$ cat config.mk
export PLATFORM = sky130hd
export DESIGN_NAME = dma_pingpong_seq
export DESIGN_NICKNAME = d
export VERILOG_FILES = /design/src/rtl/dps_pkg.sv /design/src/rtl/dps_bank.sv /design/src/rtl/dps_seq.sv /design/src/rtl/dma_pingpong_seq.sv
export SDC_FILE = /design/constraint.sdc
export NUM_CORES = 1
export LEC_CHECK = 0
export BUFFER_PORTS_ARGS = -buffer_cell sky130_fd_sc_hd__buf_2
export CELL_PAD_IN_SITES_DETAIL_PLACEMENT = 2
export CELL_PAD_IN_SITES_GLOBAL_PLACEMENT = 2
export CORE_MARGIN = 10
export CORE_UTILIZATION = 45
export CTS_BUF_LIST = sky130_fd_sc_hd__clkbuf_8
export DETAILED_ROUTE_END_ITERATION = 16
export PLACE_DENSITY_LB_ADDON = 0.1
export SLEW_MARGIN = 10
export SYNTH_ARGS = -nofsm -noshare
export SYNTH_HDL_FRONTEND = slang
export SYNTH_SLANG_ARGS = --single-unit
$ cat constraint.sdc
create_clock -name clk -period 11.9 [get_ports clk]
set_clock_uncertainty 0.15 [all_clocks]
set_input_delay 2.38 -clock clk [delete_from_list [all_inputs] [get_ports clk]]
set_output_delay 2.38 -clock clk [all_outputs]
set_load 0.02 [all_outputs]
$ cat src/rtl/dps_pkg.sv
package dps_pkg;
  // Field selector held in address bits 1:0.
  localparam logic [1:0] F_SRC = 2'd0;
  localparam logic [1:0] F_DST = 2'd1;
  localparam logic [1:0] F_LEN = 2'd2;
  localparam logic [1:0] F_CTL = 2'd3;
  localparam logic [2:0] CTL_ADDR = 3'd3;
  // Bit positions.
  localparam int ARM_BIT  = 31;
  localparam int CTL_DONE = 0;
  localparam int CTL_BUSY = 1;
  localparam int CTL_ACT  = 2;
endpackage

$ cat src/rtl/dps_bank.sv
module dps_bank #(
  parameter int AW = 32,
  parameter int CW = 16
) (
  input  logic          clk,
  input  logic          rst_n,
  input  logic          ld_src,
  input  logic          ld_dst,
  input  logic          ld_len,
  input  logic [AW-1:0] wd_addr,
  input  logic [CW-1:0] wd_cnt,
  input  logic          wd_arm,
  input  logic          clr_arm,
  output logic [AW-1:0] src,
  output logic [AW-1:0] dst,
  output logic [CW-1:0] cnt,
  output logic          arm
);
  logic [AW-1:0] src_d, dst_d;
  logic [CW-1:0] cnt_d;
  logic          arm_d;

  always_comb begin
    src_d = ld_src ? wd_addr : src;
    dst_d = ld_dst ? wd_addr : dst;
    cnt_d = ld_len ? wd_cnt  : cnt;
    // The hardware disarm wins over a software write in the same cycle.
    if (clr_arm)     arm_d = 1'b0;
    else if (ld_len) arm_d = wd_arm;
    else             arm_d = arm;
  end

  always_ff @(posedge clk or negedge rst_n) begin
    if (!rst_n) begin
      src <= '0;
      dst <= '0;
      cnt <= '0;
      arm <= 1'b0;
    end else begin
      src <= src_d;
      dst <= dst_d;
      cnt <= cnt_d;
      arm <= arm_d;
    end
  end
endmodule

$ cat src/rtl/dps_seq.sv
module dps_seq #(
  parameter int AW = 32,
  parameter int CW = 16
) (
  input  logic                clk,
  input  logic                rst_n,
  input  logic [1:0]          bank_arm,
  input  logic [1:0][AW-1:0]  bank_src,
  input  logic [1:0][AW-1:0]  bank_dst,
  input  logic [1:0][CW-1:0]  bank_cnt,
  input  logic                xfer_done,
  input  logic                flag_clr,
  output logic [1:0]          clr_arm,
  output logic                busy,
  output logic                act,
  output logic                done_flag,
  output logic                xfer_start,
  output logic [AW-1:0]       xfer_src,
  output logic [AW-1:0]       xfer_dst,
  output logic [CW-1:0]       xfer_len
);
  logic launch, pick, fin;
  logic busy_d, act_d, flag_d;

  always_comb begin
    fin    = busy & xfer_done;
    launch = 1'b0;
    pick   = act;
    if (!busy) begin
      if (bank_arm[0]) begin
        launch = 1'b1;
        pick   = 1'b0;
      end else if (bank_arm[1]) begin
        launch = 1'b1;
        pick   = 1'b1;
      end
    end else if (fin && bank_arm[!act]) begin
      launch = 1'b1;
      pick   = !act;
    end
    busy_d  = launch | (busy & ~xfer_done);
    act_d   = launch ? pick : act;
    flag_d  = fin | (done_flag & ~flag_clr);
    clr_arm = fin ? (act ? 2'b10 : 2'b01) : 2'b00;
  end

  always_ff @(posedge clk or negedge rst_n) begin
    if (!rst_n) begin
      busy       <= 1'b0;
      act        <= 1'b0;
      done_flag  <= 1'b0;
      xfer_start <= 1'b0;
      xfer_src   <= '0;
      xfer_dst   <= '0;
      xfer_len   <= '0;
    end else begin
      busy       <= busy_d;
      act        <= act_d;
      done_flag  <= flag_d;
      xfer_start <= launch;
      if (launch) begin
        xfer_src <= bank_src[pick];
        xfer_dst <= bank_dst[pick];
        xfer_len <= bank_cnt[pick];
      end
    end
  end
endmodule

$ cat src/rtl/dma_pingpong_seq.sv
module dma_pingpong_seq #(
  parameter int AW = 32,
  parameter int CW = 16
) (
  input  logic          clk,
  input  logic          rst_n,
  input  logic          wr_en,
  input  logic [2:0]    wr_addr,
  input  logic [31:0]   wr_data,
  input  logic [2:0]    rd_addr,
  output logic [31:0]   rd_data,
  output logic          xfer_start,
  output logic [AW-1:0] xfer_src,
  output logic [AW-1:0] xfer_dst,
  output logic [CW-1:0] xfer_len,
  input  logic          xfer_done
);
  import dps_pkg::*;

  localparam int NBANK = 2;

  logic [1:0] rst_pipe;
  logic       rst_n_sync;

  always_ff @(posedge clk or negedge rst_n) begin
    if (!rst_n) rst_pipe <= 2'b00;
    else        rst_pipe <= {rst_pipe[0], 1'b1};
  end
  assign rst_n_sync = rst_pipe[1];

  logic [NBANK-1:0]         bank_arm, clr_arm;
  logic [NBANK-1:0][AW-1:0] b_src, b_dst;
  logic [NBANK-1:0][CW-1:0] b_cnt;
  logic busy, act, done_flag, flag_clr;

  assign flag_clr = wr_en && (wr_addr == CTL_ADDR) && wr_data[CTL_DONE];

  for (genvar b = 0; b < NBANK; b++) begin : g_bank
    logic hit;
    assign hit = wr_en && (wr_addr[2] == 1'(b));
    dps_bank #(.AW(AW), .CW(CW)) u_bank (
      .clk     (clk),
      .rst_n   (rst_n_sync),
      .ld_src  (hit && wr_addr[1:0] == F_SRC),
      .ld_dst  (hit && wr_addr[1:0] == F_DST),
      .ld_len  (hit && wr_addr[1:0] == F_LEN),
      .wd_addr (wr_data[AW-1:0]),
      .wd_cnt  (wr_data[CW-1:0]),
      .wd_arm  (wr_data[ARM_BIT]),
      .clr_arm (clr_arm[b]),
      .src     (b_src[b]),
      .dst     (b_dst[b]),
      .cnt     (b_cnt[b]),
      .arm     (bank_arm[b])
    );
  end

  dps_seq #(.AW(AW), .CW(CW)) u_seq (
    .clk        (clk),
    .rst_n      (rst_n_sync),
    .bank_arm   (bank_arm),
    .bank_src   (b_src),
    .bank_dst   (b_dst),
    .bank_cnt   (b_cnt),
    .xfer_done  (xfer_done),
    .flag_clr   (flag_clr),
    .clr_arm    (clr_arm),
    .busy       (busy),
    .act        (act),
    .done_flag  (done_flag),
    .xfer_start (xfer_start),
    .xfer_src   (xfer_src),
    .xfer_dst   (xfer_dst),
    .xfer_len   (xfer_len)
  );

  always_comb begin
    rd_data = '0;
    if (rd_addr == CTL_ADDR) begin
      rd_data[CTL_DONE] = done_flag;
      rd_data[CTL_BUSY] = busy;
      rd_data[CTL_ACT]  = act;
    end else begin
      case (rd_addr[1:0])
        F_SRC: rd_data[AW-1:0] = b_src[rd_addr[2]];
        F_DST: rd_data[AW-1:0] = b_dst[rd_addr[2]];
        F_LEN: begin
          rd_data[CW-1:0]  = b_cnt[rd_addr[2]];
          rd_data[ARM_BIT] = bank_arm[rd_addr[2]];
        end
        default: rd_data = '0;
      endcase
    end
  end
endmodule

[Yosys cells after proc, flatten, opt, wreduce, memory -nomap -nowiden]
Cells that the tools add are included.
Storage, ports and cells
  register bits: 248
Operators by class
  mux-type cells: 35
  bitwise gates (word level): 8
  reductions and logical operators: 16
  equality and inequality tests: 6
  order comparisons: 3
Operators with widths (number)
  $mux 32: 8
  $mux 16: 4
  $pmux 16 s3: 1
  $pmux 15 s2: 1
  $mux 29: 1
  $mux 1: 16
  $logic_and 1x1->1: 11
  $eq 3x2->1 const B: 2
  $lt 1x2->1 const B: 3
  $eq 2x1->1 const B: 2
  $eq 2x2->1 const B: 2
  $logic_not 2->1: 2
  $mux 2: 2
  $reduce_bool 2->1: 2
  $and 1x1->1: 3
  $mux 3: 1
  $not 1->1: 3
  $pmux 1 s3: 1
  $or 1x1->1: 2
  $logic_not 1->1: 1

[Depth between registers and ports, before layout]
Gate-level depths: netlist (run 1).
  depth after elaboration: 8
  mapped depth: 7

[Hierarchy]
A second synthesis (run 1) with hierarchy kept.
Unflattened totals
  cells, all modules: 997
  area, all modules: 12498.2 sq um
Modules (own cells, without submodules)
  dps_bank: instances 2, cells an instance 173, area an instance 3374.5 sq um, seq. area each 2026.9 sq um
  dps_seq: instances 1, cells an instance 481, area an instance 4266.6 sq um, seq. area each 2102.0 sq um
  dma_pingpong_seq: instances 1, cells an instance 170, area an instance 1482.7 sq um, seq. area each 50.0 sq um

[Worst setup path after synthesis (run 1)]
Ideal clock, no wire load.
  kind: input to output
  from: in rd_addr[0]
  to: out rd_data[31]
  arrival time: 3.574 ns
  cell stages on the path: 6
  setup slack: 5.796 ns
  cells stage by stage: buf_4 -> nor2b_1 -> buf_2 -> clkbuf_1 -> a21oi_1 -> a21oi_1
On the way
  word-level cells in the longest chain between the ends: 3
  elaborated cells on any way between the ends: 6
Ends and longest elaborated chain
  start: declaration: RTL line dma_pingpong_seq.sv:10  | input logic [2:0] rd_addr,
  $eq 2x2->1, or another cell as far along: RTL line dma_pingpong_seq.sv:84  | case (rd_addr[1:0])
  $pmux 1 s3: RTL line dma_pingpong_seq.sv:84
  $mux 29 (*): RTL line dma_pingpong_seq.sv:79  | if (rd_addr == CTL_ADDR) begin
  end: declaration: RTL line dma_pingpong_seq.sv:11  | output logic [31:0] rd_data,
Mark *: on every way between the ends. The rest lies on a longest branch, timed or not.

[Final worst setup path (run 1)]
  from: in rd_addr[1]
  to: out rd_data[6]
On the way
  word-level cells in the longest chain between the ends: 3
  elaborated cells on any way between the ends: 6
Ends and longest elaborated chain (RTL line)
  $eq 2x2->1, or another cell as far along: dma_pingpong_seq.sv:84
  $pmux 16 s3: dma_pingpong_seq.sv:84
  $mux 29 (*): dma_pingpong_seq.sv:79
Marked as above.

==> run_results.csv, run 1 <==
group,metric,value,unit
clock_tree,cts_resized,0,
worst_setup_path,required,9.37,ns
synthesis,yosys_warnings,0,
grt,antenna_found_initial,5,
worst_setup_path,crit_chain,"buf_2, buf_4, nor2b_4, a21oi_1, a21oi_1, buf_2",
clock_tree,cts_setup_buffers,0,
clock_tree,cts.sinks,248,
synthesis,synth_nets,848,
floorplan,die_w,178,microns
clock_tree,cts-buffers-inserted,44,
power_and_ir_drop,p_seq_share,40.9,%
synthesis,synth-seq-area-share,55.3,%
drt,drt_first_pass_iters,4,
cells_and_area,n_fill_cell,2328,
clock_tree,path_clk_slew,0.06,ns
grt,grt_pass1_vias,8913,
power_and_ir_drop,pwr-share-clk,22.6,%
sta,drv_slew,0,
power_and_ir_drop,comb_power_share,36.5,%
grt,gr-usage-all-layers,21.7,%
power_and_ir_drop,max-vdd-ir-drop,0.136,mV
worst_setup_path,cpPeakStageDelay,0.76,ns
placement,place_hpwl,21000,microns
placement,gp_congestion,0.788,
hold_path,worst_hold_path_type,"register to asynchronous set/reset pin",
worst_setup_path,critPathSlowestCell,"nor2b_4",
power_and_ir_drop,p_sw,0.00119,W
cells_and_area,area_growth,15.8,%
drt,drt_iter0_drc,526,
worst_setup_path,r2r_cells,2,
floorplan,die_y,178,microns
cells_and_area,mostFrequentLayoutCells,"dfrtp_1 (247), mux2_2 (156), buf_2 (153), or2_2 (81), o221a_2 (81)",
sta,worst_pin_slew,1.09,ns
synthesis,ys_types,34,
drt,ant_nets,0,
worst_setup_path,end_kind,"output port",
clock_tree,h-tree-depth,2,
drt,drc,0,
placement,port_buffers,154,
sta,fin_setup_tns,0,ns
clock_tree,cts_tree,"done",
grt,grt_max_degree,83,
drt,vias,7550,
grt,grt-ovfl-total,0,
drt,wl_per_cell,26.0,microns
sta,rsz0062_at_grt,"no",
worst_setup_path,cp_max_fo,49,
clock_tree,cts_buffer_depth,3,
cells_and_area,seq_area,6210,sq um
cells_and_area,fin_nets,999,
synthesis,synth_cells,806,
run_status,outcome,"finished, final reports clean",
power_and_ir_drop,swShare,36.5,%
synthesis,mappedNetlistArea,11200,sq um
grt,grt_pass1_wl,54000,microns
synthesis,syn_area_per_cell,13.9,sq um
power_and_ir_drop,cellLeakagePower,5.71,nW
flow_run,max_cap_violations,0,
cells_and_area,fin_area,13000,sq um
power_and_ir_drop,intPower,0.00208,W
sta,max_freq,0.144,GHz
sta,fin_crit_sh,58.5,%
sta,setup_viol,0,
floorplan,coreArea,24400,sq um
synthesis,ys_seq_elements,248,
floorplan,start_util,46.0,%
drt,wirelength,34100,microns
sta,period_needed,6.96,ns
drt,routed_via_density,5.75,
clock_tree,root_buffer,"clkbuf_8",
clock_tree,clk_latency,0.54,ns
worst_setup_path,critPathKind,"input pin to output port",
cells_and_area,drive_gt1_share,57.2,%
power_and_ir_drop,p_per_area,252,nW/um^2
floorplan,die_area,31600,sq um
placement,place_inst,1235,
floorplan,rows,57,
clock_tree,cts-hold-fix-buffers,0,
sta,slew_headroom,27.2,%
floorplan,ios,155,
sta,final_hold_viol_count,0,
worst_setup_path,cp-start-kind,"input pin",
cells_and_area,multi_input_area,4700,sq um
worst_setup_path,crit_arrival,4.43,ns
cells_and_area,fin_cells,1312,
placement,placed_cell_area,12200,sq um
cells_and_area,final_common_cell,"dfrtp_1",
## sequential cells by signal (all words and copies together) (netlist names)
| name | count |
|---|---|
| g_bank.u_bank.arm | 2 |
| g_bank.u_bank.cnt | 32 |
| g_bank.u_bank.dst | 64 |
| g_bank.u_bank.src | 64 |
| rst_pipe | 2 |
| u_seq.act | 1 |
| u_seq.busy | 1 |
| u_seq.done_flag | 1 |
| u_seq.xfer_dst | 32 |
| u_seq.xfer_len | 16 |
| u_seq.xfer_src | 32 |
| u_seq.xfer_start | 1 |
## per-stage QoR
| step | util [%] | setup WS (ns) | power [W] | hold WS [ns] |
|---|---|---|---|---|
| 2_1_floorplan | - | 4.33 | 0.00215 | 0.181 |
| 3_3_place_gp | 49.9 | 4.69 | 0.00248 | 0.139 |
| 3_5_place_dp | 49.9 | 4.55 | 0.00256 | 0.159 |
| 4_1_cts | 53.2 | 4.53 | 0.00332 | 0.157 |
| 5_1_grt | 53.2 | 4.81 | 0.00348 | 0.181 |
| 6_report | 53.3 | 4.94 | 0.00327 | 0.130 |
## cell families after synthesis
family	after synthesis	share of synthesized area [%]
AOI/OAI and AO/OA	137	11.2
buffers and inverters	61	3.19
DFF	248	55.3
muxes	213	22.5
other	1	0.0334
and+or+nand+nor	146	7.71
## critical path: cells and delay by family
kind	cells	cell delay [ns]
buf+inv	3	0.82
simple gates	1	0.76
compound gates	2	0.42
## synth_stat cells (all sizes together)
library cell | count | area, sq um
mux4 | 15 | 338
nand3 | 1 | 5.00
inv | 1 | 3.75
nand4b | 2 | 23.8
nor2 | 28 | 105
clkbuf | 26 | 97.6
conb | 1 | 3.75
o221ai | 3 | 26.3
a22o | 1 | 8.76
o2bb2ai | 3 | 26.3
o21ai | 2 | 10.0
mux2i | 38 | 380
a21oi | 30 | 150
nand2b | 4 | 32.5
buf | 34 | 257
nand2 | 9 | 33.8
nor3b | 2 | 31.3
or2 | 81 | 507
a31oi | 1 | 6.26
a21bo | 1 | 10.0
dfrtp | 248 | 6210
o221a | 81 | 912
nor2b | 17 | 106
mux2 | 160 | 1800
a211oi | 14 | 105
nor3 | 2 | 20.0
o22ai | 1 | 6.26
## area by class of cell
cell class / instances / area share [%]
flip-flops and latches: 248 / 47.8
diodes: 4 / 0.0771
repair buffers: 165 / 6.59
clock inverters: 20 / 0.578
well taps: 324 / 3.12
clock buffers: 53 / 5.62
inverters: 1 / 0.0289
multi-input cells: 497 / 36.2
## per-layer routing
metal	GRT usage, %	part of all wire [%]
met3	4.65	5.0
met1	26.9	42
met5	0	0.032
met2	38.0	51
met4	4.65	1.3
## power groups by stage
stage	logic [W]	registers [W]	clock network, W
final	0.00119	0.00134	0.000740
after floorplan	0.000696	0.00146	0
after global placement	0.00116	0.00132	0
after CTS	0.00122	0.00134	0.000760
after detailed placement	0.00121	0.00135	0
after global routing	0.00130	0.00138	0.000803
## final timing paths
kind	start	endpoint	slack (ns)
max in group asynchronous	rst_pipe[1]	g_bank[0].u_bank.src[14]	9.27
hold reg to reg	rst_pipe[1]	u_seq.xfer_src[21]	0.13
min in group clk	rst_pipe[0]	rst_pipe[1]	0.21
setup / recovery	rd_addr[1]	rd_data[6]	4.94
setup reg to reg	rst_pipe[1]	g_bank[0].u_bank.src[14]	9.27
hold / removal	rst_pipe[1]	u_seq.xfer_src[21]	0.13
No activity file was read; power rests on OpenSTA's default activity.
==> run 2: changes to the inputs <==
Settings changed: CORE_UTILIZATION 45 to 42.
Clock period 11.9 ns to 7.3 ns, I/O delays scaled along.
==> run_results.csv, run 2 (synthesis results as in run 1) <==
group,metric,value,unit
worst_setup_path,path_common_cell,"buf_4",
worst_setup_path,critPathKind,"input pin to output port",
worst_setup_path,required,5.69,ns
worst_setup_path,critPathSlowestCell,"buf_4",
worst_setup_path,ff2ff_setup_slack,4.74,ns
sta,fin_crit_sh,68.6,%
sta,max_freq,0.200,GHz
worst_setup_path,cp-start-kind,"input pin",
worst_setup_path,cpPeakStageDelay,0.59,ns
cells_and_area,fin_cells,1329,
drt,drc,0,
floorplan,die_y,183,microns
sta,rsz0062_at_grt,"no",
clock_tree,h-tree-depth,2,
clock_tree,clk_latency,0.55,ns
worst_setup_path,crit_chain,"buf_4, buf_4, mux4_2, nor2b_1, buf_2",
sta,drv_slew,0,
clock_tree,cts_resized,0,
sta,setup_viol,0,
clock_tree,path_clk_slew,0.06,ns
drt,wirelength,34700,microns
run_status,outcome,"finished, final reports clean",
grt,grt-ovfl-total,0,
placement,place_ws,2.27,ns
drt,ant_nets,0,
flow_run,max_cap_violations,0,
floorplan,coreArea,26100,sq um
grt,grt_max_degree,138,
clock_tree,cts_buffer_depth,3,
floorplan,start_util,42.9,%
sta,worst_pin_slew,1.20,ns
drt,drt_iter0_drc,391,
clock_tree,cts_tree,"done",
worst_setup_path,rr_startpoint,"u_seq.busy",
drt,wl_per_cell,26.1,microns
grt,grt_pass1_wl,54700,microns
clock_tree,cts-buffers-inserted,45,
power_and_ir_drop,cellLeakagePower,5.73,nW
power_and_ir_drop,p_per_area,414,nW/um^2
sta,final_hold_viol_count,0,
clock_tree,cts.sinks,248,
floorplan,ios,155,
drt,vias,7578,
placement,place_inst,1247,
worst_setup_path,end_kind,"output port",
drt,routed_via_density,5.70,
worst_setup_path,cp_max_fo,38,
grt,antenna_found_initial,6,
sta,slew_headroom,19.7,%
placement,place_hpwl,21500,microns
sta,fin_setup_tns,0,ns
clock_tree,cts-hold-fix-buffers,0,
clock_tree,root_buffer,"clkbuf_8",
worst_setup_path,crit_arrival,3.40,ns
worst_setup_path,r2r-end,"u_seq.xfer_src[20]",
cells_and_area,fin_nets,1001,
cells_and_area,final_common_cell,"dfrtp_1",
sta,period_needed,5.01,ns
cells_and_area,drive_gt1_share,57.5,%
worst_setup_path,r2r_cells,5,
cells_and_area,mostFrequentLayoutCells,"dfrtp_1 (247), mux2_2 (156), buf_2 (153), or2_2 (81), o221a_2 (81)",
power_and_ir_drop,total_power,0.00540,W
floorplan,die_area,33600,sq um
grt,grt_pass1_vias,9054,
sta,worst_slack,2.29,ns
placement,gp_congestion,0.777,
cells_and_area,reg.largest.list,"g_bank.u_bank.dst: 64 flops, g_bank.u_bank.src: 64 flops",
drt,drt_first_pass_iters,4,
floorplan,die_w,183,microns
grt,gr-usage-all-layers,20.7,%
power_and_ir_drop,max-vdd-ir-drop,0.173,mV
hold_path,worst_hold_path_type,"register to asynchronous set/reset pin",
cells_and_area,area_growth,16.4,%
clock_tree,cts_setup_buffers,0,
floorplan,rows,59,
placement,port_buffers,154,
[run 2: changes by cell type in the layout (fill, tap and decap cells not counted)]
cell and change:
buf_12 +1, clkinv_2 +3, nand2_2 +1, nand2_4 -1, nor2b_2 +1, clkbuf_8 +1
clkinvlp_4 +1, nor2b_4 -1
[run 2: area by class of cell]
type,count,area (sq um)
inverter,1,3.75
clock inverter,24,97.6
antenna,4,10.0
clock buffer,54,743
tap,335,419
fill,2548,13100
multi-input combinational,497,4690
sequential,248,6210
timing repair buffer,166,876
[run 2: how the worst max path moves through the flow]
stage / startpoint / end / slack (ns) / cells after the start
after CTS: rd_addr[0] / rd_data[29] / 2.26 / 5
after floorplan: rd_addr[0] / rd_data[31] / 3.04 / 6
after global placement: rd_addr[0] / rd_data[28] / 2.29 / 5
final: rd_addr[0] / rd_data[29] / 2.29 / 5
after detailed placement: rd_addr[0] / rd_data[29] / 2.27 / 5
after global routing: rd_addr[0] / rd_data[29] / 2.18 / 5
[run 2: per-layer routing]
metal	global-route usage (%)	wire [microns]	up-vias	part of all wire, %
met5	0	27	-	0.078
met4	4.07	413	4	1.2
met3	4.84	1630	40	4.7
met2	36.0	17500	157	50
met1	25.6	15100	4057	44
li1	-	-	3320	-
[run 2: through the flow]
stage	hold slack, ns	instance area (sq um)	utilization [%]
global placement	0.190	12200	46.7
floorplan	0.181	11200	-
finish	0.226	13000	49.9
global route	0.250	13000	49.9
detailed placement	0.215	12200	46.7
CTS	0.242	13000	49.9
[run 2: critical path, delay by kind of cell]
family / cells / cell delay, ns
simple gates: 1 / 0.14
mux: 1 / 0.56
buf+inv: 3 / 1.22
[run 2: power by group]
group	switching, W	internal, W
sequential	0.000358	0.00183
clock	0.000586	0.000664
combinational	0.00105	0.000913
total	0.00199	0.00341
